[src/rtl/rxq_pkg.sv]
package rxq_pkg;
  // register word indices
  localparam logic [2:0] RA_STATUS = 3'd0;
  localparam logic [2:0] RA_UPDATE = 3'd1;
  localparam logic [2:0] RA_SIZE   = 3'd2;
  localparam logic [2:0] RA_QCMD   = 3'd3;
  localparam logic [2:0] RA_PRST   = 3'd4;

  // field positions
  localparam int UPD_ADD_LSB   = 16;
  localparam int SIZE_BUF_LSB  = 19;
  localparam int QCMD_DIS_LSB  = 8;
  localparam int STAT_FREE_LSB = 16;
  localparam int STAT_ERR_BIT  = 31;

  // counter slots in the counter array
  localparam int SLOT_OCC  = 0;
  localparam int SLOT_FREE = 1;
  localparam int NUM_SLOTS = 2;
endpackage

[src/rtl/rxq_cfg_regs.sv]
module rxq_cfg_regs
  import rxq_pkg::*;
#(
  parameter int CNT_W    = 14,
  parameter int QID      = 0,
  parameter int REFILL_W = 8,
  parameter int BUF_W    = 13
) (
  input  logic                clk,
  input  logic                rst_n,
  input  logic                reg_wr,
  input  logic [2:0]          reg_addr,
  input  logic [31:0]         reg_wdata,
  output logic [CNT_W-1:0]    ring_len,
  output logic [BUF_W-1:0]    buf_units,
  output logic                q_en,
  output logic                path_rst,
  output logic                upd_wr,
  output logic [CNT_W-1:0]    upd_ret,
  output logic [REFILL_W-1:0] upd_add
);
  always_ff @(posedge clk or negedge rst_n) begin
    if (!rst_n) begin
      ring_len  <= '0;
      buf_units <= '0;
      q_en      <= 1'b0;
      path_rst  <= 1'b0;
    end else if (reg_wr) begin
      case (reg_addr)
        RA_SIZE: begin
          ring_len  <= reg_wdata[CNT_W-1:0];
          buf_units <= reg_wdata[SIZE_BUF_LSB +: BUF_W];
        end
        RA_QCMD: begin
          if (reg_wdata[QCMD_DIS_LSB + QID])
            q_en <= 1'b0;
          else if (reg_wdata[QID])
            q_en <= 1'b1;
        end
        RA_PRST: path_rst <= reg_wdata[0];
        default: ;
      endcase
    end
  end

  assign upd_wr  = reg_wr && (reg_addr == RA_UPDATE) && !path_rst;
  assign upd_ret = reg_wdata[CNT_W-1:0];
  assign upd_add = reg_wdata[UPD_ADD_LSB +: REFILL_W];
endmodule

[src/rtl/rxq_sat_cnt.sv]
module rxq_sat_cnt #(
  parameter int W = 14
) (
  input  logic         clk,
  input  logic         rst_n,
  input  logic         clr,
  input  logic [W-1:0] add_amt,
  input  logic [W-1:0] sub_amt,
  input  logic [W-1:0] limit,
  output logic [W-1:0] cnt,
  output logic         bound_hit
);
  logic [W:0]   sum;
  logic [W:0]   diff;
  logic [W-1:0] nxt;

  always_comb begin
    sum       = {1'b0, cnt} + {1'b0, add_amt};
    diff      = sum - {1'b0, sub_amt};
    nxt       = diff[W-1:0];
    bound_hit = 1'b0;
    if ({1'b0, sub_amt} > sum) begin
      nxt       = '0;
      bound_hit = 1'b1;
    end else if (diff > {1'b0, limit}) begin
      nxt       = limit;
      bound_hit = 1'b1;
    end
  end

  always_ff @(posedge clk or negedge rst_n) begin
    if (!rst_n)   cnt <= '0;
    else if (clr) cnt <= '0;
    else          cnt <= nxt;
  end
endmodule

[src/rtl/rxq_ring_ptr.sv]
module rxq_ring_ptr #(
  parameter int W = 14
) (
  input  logic         clk,
  input  logic         rst_n,
  input  logic         clr,
  input  logic         adv,
  input  logic [W-1:0] ring_len,
  output logic [W-1:0] idx
);
  logic [W:0] inc;
  assign inc = {1'b0, idx} + 1'b1;

  always_ff @(posedge clk or negedge rst_n) begin
    if (!rst_n)   idx <= '0;
    else if (clr) idx <= '0;
    else if (adv) idx <= (inc >= {1'b0, ring_len}) ? '0 : inc[W-1:0];
  end
endmodule

[src/rtl/rxq_occupancy_tracker.sv]
module rxq_occupancy_tracker
  import rxq_pkg::*;
#(
  parameter int CNT_W    = 14,
  parameter int QID      = 0,
  parameter int REFILL_W = 8,
  parameter int BUF_W    = 13
) (
  input  logic             clk,
  input  logic             rst_n,
  input  logic             reg_wr,
  input  logic [2:0]       reg_addr,
  input  logic [31:0]      reg_wdata,
  output logic [31:0]      reg_rdata,
  input  logic             frm_valid,
  output logic             frm_ready,
  output logic [CNT_W-1:0] frm_desc_idx,
  output logic             drop_o
);
  localparam int PAD_ADD = CNT_W - REFILL_W;

  logic [CNT_W-1:0]    ring_len;
  logic [BUF_W-1:0]    buf_units;
  logic                q_en;
  logic                path_rst;
  logic                upd_wr;
  logic [CNT_W-1:0]    upd_ret;
  logic [REFILL_W-1:0] upd_add;
  logic                take;
  logic                bound_err;

  logic [CNT_W-1:0] cnt_add [NUM_SLOTS];
  logic [CNT_W-1:0] cnt_sub [NUM_SLOTS];
  logic [CNT_W-1:0] cnt_val [NUM_SLOTS];
  logic             cnt_hit [NUM_SLOTS];
  logic [CNT_W-1:0] occ_cnt;
  logic [CNT_W-1:0] free_cnt;

  rxq_cfg_regs #(
    .CNT_W(CNT_W), .QID(QID), .REFILL_W(REFILL_W), .BUF_W(BUF_W)
  ) u_regs (
    .clk(clk), .rst_n(rst_n), .reg_wr(reg_wr), .reg_addr(reg_addr),
    .reg_wdata(reg_wdata), .ring_len(ring_len), .buf_units(buf_units),
    .q_en(q_en), .path_rst(path_rst), .upd_wr(upd_wr),
    .upd_ret(upd_ret), .upd_add(upd_add)
  );

  assign occ_cnt   = cnt_val[SLOT_OCC];
  assign free_cnt  = cnt_val[SLOT_FREE];
  assign frm_ready = q_en && !path_rst && (free_cnt != '0);
  assign take      = frm_valid && frm_ready;

  // occupied: gains the accepted frame, loses retired descriptors
  assign cnt_add[SLOT_OCC]  = {{(CNT_W-1){1'b0}}, take};
  assign cnt_sub[SLOT_OCC]  = upd_wr ? upd_ret : '0;
  // free: gains refilled descriptors, loses the accepted frame
  assign cnt_add[SLOT_FREE] = upd_wr ? {{PAD_ADD{1'b0}}, upd_add} : '0;
  assign cnt_sub[SLOT_FREE] = {{(CNT_W-1){1'b0}}, take};

  for (genvar g = 0; g < NUM_SLOTS; g++) begin : g_cnt
    rxq_sat_cnt #(.W(CNT_W)) u_cnt (
      .clk(clk), .rst_n(rst_n), .clr(path_rst),
      .add_amt(cnt_add[g]), .sub_amt(cnt_sub[g]), .limit(ring_len),
      .cnt(cnt_val[g]), .bound_hit(cnt_hit[g])
    );
  end

  rxq_ring_ptr #(.W(CNT_W)) u_ptr (
    .clk(clk), .rst_n(rst_n), .clr(path_rst), .adv(take),
    .ring_len(ring_len), .idx(frm_desc_idx)
  );

  always_ff @(posedge clk or negedge rst_n) begin
    if (!rst_n) begin
      bound_err <= 1'b0;
      drop_o    <= 1'b0;
    end else begin
      drop_o <= frm_valid && !frm_ready;
      if (path_rst)
        bound_err <= 1'b0;
      else if (cnt_hit[SLOT_OCC] || cnt_hit[SLOT_FREE])
        bound_err <= 1'b1;
    end
  end

  always_comb begin
    reg_rdata = '0;
    case (reg_addr)
      RA_STATUS: begin
        reg_rdata[CNT_W-1:0]              = occ_cnt;
        reg_rdata[STAT_FREE_LSB +: CNT_W] = free_cnt;
        reg_rdata[STAT_ERR_BIT]           = bound_err;
      end
      RA_SIZE: begin
        reg_rdata[CNT_W-1:0]             = ring_len;
        reg_rdata[SIZE_BUF_LSB +: BUF_W] = buf_units;
      end
      RA_QCMD: reg_rdata[QID] = q_en;
      RA_PRST: reg_rdata[0]   = path_rst;
      default: ;
    endcase
  end
endmodule

[config.mk]
export PLATFORM = sky130hd
export DESIGN_NAME = rxq_occupancy_tracker
export DESIGN_NICKNAME = d
export VERILOG_FILES = /design/src/rtl/rxq_pkg.sv /design/src/rtl/rxq_cfg_regs.sv /design/src/rtl/rxq_sat_cnt.sv /design/src/rtl/rxq_ring_ptr.sv /design/src/rtl/rxq_occupancy_tracker.sv
export SDC_FILE = /design/constraint.sdc
export NUM_CORES = 1
export LEC_CHECK = 0
export BUFFER_PORTS_ARGS = -buffer_cell sky130_fd_sc_hd__buf_2
export CAP_MARGIN = 20
export CORE_MARGIN = 1
export CORE_UTILIZATION = 40
export CTS_CLUSTER_DIAMETER = 40
export DETAILED_ROUTE_END_ITERATION = 8
export MAX_ROUTING_LAYER = met4
export PLACE_DENSITY = 0.67
export SLEW_MARGIN = 20
export SYNTH_ARGS = -nofsm -noshare
export SYNTH_HDL_FRONTEND = slang
export SYNTH_SLANG_ARGS = --single-unit
[constraint.sdc]
create_clock -name clk -period 6.62 [get_ports clk]
set_clock_uncertainty 0.15 [all_clocks]
set_input_delay 1.324 -clock clk [delete_from_list [all_inputs] [get_ports clk]]
set_output_delay 1.324 -clock clk [all_outputs]
set_load 0.05 [all_outputs]
==> out/qor.txt <==
Status - completed
First-pass DRT Iterations - 5
Critical Path Sink Type - register
XOR/XNOR share of the synthesized area - 0.0677
Synth Instances - 743
Peak Freq - 0.165 GHz
Cells resized by post-CTS repair - 0
Pwr dens - 404 nW/um^2
CTS Root Buffer Type - clkbuf_16
DIE AREA - 16700 um^2
Post-DRT Antenna Nets - 0
Worst-Margin Slew - 1020 ps
Starting Density - 0.409
Initial antenna violation count - 0
Hold Crit Class - reg2reg
ANT cells - 0
Rel. slew slack - 0.322
Num rows - 46
Clk_lat worst skew - 340 ps
Num CTS Buffers - 9
Register area - 1830 um^2
Grt ovf - 0
Clock Pin Slew Worst Setup and Hold Paths - 60 ps
Cell area after layout - 7400 um^2
Worst Hold Margin - 352 ps
WP data required - 6670 ps
Synth Register Bits - 73
CP Class - in2reg
Synth top area cells - dfrtp_1 28%, ha_1 13%, xnor2_1 4.7%, a22o_1 4.6%, nand2_1 3.5%
Vias - 5729
Max-cap violation count - 0
# hold bufs at CTS - 0
Share of cells above drive strength 1 - 0.175
Clock buffer depth - 2
Hold Vio Cnt, Final - 0
Synth Area in Compound Gates - 0.213
Adder-Cell Fraction of Synth Area - 0.140
Worst hold stages - 1
Non-Filler Instances - 1033
Post-Syn Area per Cell - 8.71 um^2
Cell area after synthesis - 6470 um^2
Synth-to-layout area growth - 14.4%
Filler cells - 1558
Total Wirelength - 17.5 mm
CTS Sinks - 73
Hpwl dp - 13.4 mm
Largest net degree at the start of global routing - 74
Gp weighted congestion - 0.885
Max Transition Viols Final - 0
Post-place instance area - 7080 um^2
DRC - 0
Synth Flop Type - dfrtp_1
Io pins - 87
Largest family of logic cells by synthesized area - compound AO/OA/AOI/OAI gates
Htree depth - 3
Gr usage total - 0.227
Post-synth top area share - 0.282
Die width - 129 um
Vias in the first global route - 5485
Asr flop ratio synth - 1.00
P_leak - 3.49 nW
Count of different cell masters after synthesis - 70
# nets final - 922
Crit path DAT - 6100 ps
Die height - 129 um
RSZ-0062 raised after global routing - false
EDFF count, synth - 0
Area taken by multi-input logic gates - 4310 um^2
Via density - 5.55
Final Critical Period - 6050 ps
Worst setup SP type - input port
CP max FO - 21
Area leader, netlist - dfrtp_1
Inst Count DP - 1017
Simple logic cell fraction of the synthesized area - 0.187
First-pass GRT wire length - 28.4 mm
Yosys warns - 0
Core area - 15800 um^2
Max VDD drop - 0.184 mV
Count of input and output buffers - 82
Mux contribution to synthesized area - 0.0557
Seq/Total Area, Yosys - 0.282
Starting DRT DRC Count - 358
TNS Setup - 0 ps
Drt wl/cell - 16.9 um
CTS tree - built
Final setup viols - 0
Final period util - 0.914
Worst R2R Path Depth - 24
Post-CTS Setup Repair Bufs - 0
## state kept, by name (all words and copies together) (netlist names)
signal,cells
g_cnt.u_cnt.cnt,28
u_ptr.idx,14
u_regs.ring_len,14
u_regs.buf_units,13
bound_err,1
drop_o,1
u_regs.path_rst,1
u_regs.q_en,1
## synthesized netlist by cell type (10+ instances only)
master,number
clkbuf_1,22
a22o_1,34
nand2_1,60
nor2_1,46
nand4_1,10
mux2_2,14
a21o_1,14
nor3_1,18
o21ai_0,34
o21ai_1,12
nand3_1,27
and2_1,15
nor2b_1,11
ha_1,69
dfrtp_1,73
inv_1,42
a21oi_1,41
mux2i_1,18
xnor2_1,35
xor2_1,15
## worst max-delay path, stage by stage
cell and delay (ps):
buf_2 160, nand2_1 100, nor4_2 220, buf_4 350
nand2_1 140, inv_1 70, ha_1 250, a211oi_4 380
o22ai_1 200, a211oi_4 360, and4_4 320, nor2b_1 220
a21oi_1 110, xnor2_1 180, ha_1 320, and4_1 220
nand2_1 80, o41ai_1 410, a21oi_2 90, nor2_2 120
buf_4 210, mux2i_1 200, nor2_1 60
## report_power, final
group / leakage (nW) / switching [mW] / internal [mW]
registers: 0.948 / 0.139 / 0.552
logic: 2.39 / 1.04 / 0.739
clock network: 0.152 / 0.192 / 0.324
total: 3.49 / 1.38 / 1.62
## routing by layer
layer / vias to the layer above / GRT usage / wire, um
met3: 16 / 0.0334 / 854
li1: 2818 / - / -
met2: 154 / 0.361 / 8080
met1: 2741 / 0.306 / 8370
met5: - / - / 0
met4: 0 / 0.0498 / 204
## path summary, 6_finish.rpt
check | start | endpoint | slack, ps
worst max-delay path | reg_addr[0] | g_cnt[1].u_cnt.cnt[1] | 570
worst min-delay path | u_regs.buf_units[11] | u_regs.buf_units[11] | 350
worst max register to register | g_cnt[1].u_cnt.cnt[8] | g_cnt[0].u_cnt.cnt[1] | 860
worst min register to register | u_regs.buf_units[11] | u_regs.buf_units[11] | 350
max in group asynchronous | rst_n | g_cnt[1].u_cnt.cnt[11] | 4720
min in group asynchronous | rst_n | u_ptr.idx[7] | 980
## cell families (layout without fill, tap and decap cells)
group	after synthesis	in the layout
AND/OR/NAND/NOR	238	238
AO/OA/AOI/OAI	196	196
buffers and inverters	81	154
flip-flops	73	73
adder cells (fa/ha/maj)	71	71
XOR/XNOR	50	50
multiplexers	33	33
other	1	2
## area by class of cell
class,instances,share of cell area
Tap cell,216,0.0365
Clock buffer,13,0.0365
Timing Repair Buffer,96,0.0700
Clock inverter,3,0.00626
Multi-Input combinational cell,590,0.583
Sequential cell,73,0.247
Inverter,42,0.0213
## stage by stage
step,setup slack [ps],utilization,power (mW)
6_report,570,0.468,2.99
5_1_grt,167,0.468,3.25
4_1_cts,581,0.468,2.99
3_5_place_dp,237,0.448,2.45
3_3_place_gp,369,0.448,2.42
2_1_floorplan,672,-,2.04
## layout by cell type (no fill, tap or decap), drive strengths merged, types with 10 or more instances in the layout
cell,n
buf,96
dfrtp,73
ha,69
nand2,60
nor2,47
o21ai,47
inv,43
a21oi,43
xnor2,35
a22o,34
nand3,28
mux2i,19
nor3,18
and2,16
xor2,15
a21o,14
mux2,14
clkbuf,13
nor2b,11
nand4,10
No activity file was read; power rests on OpenSTA's default activity.
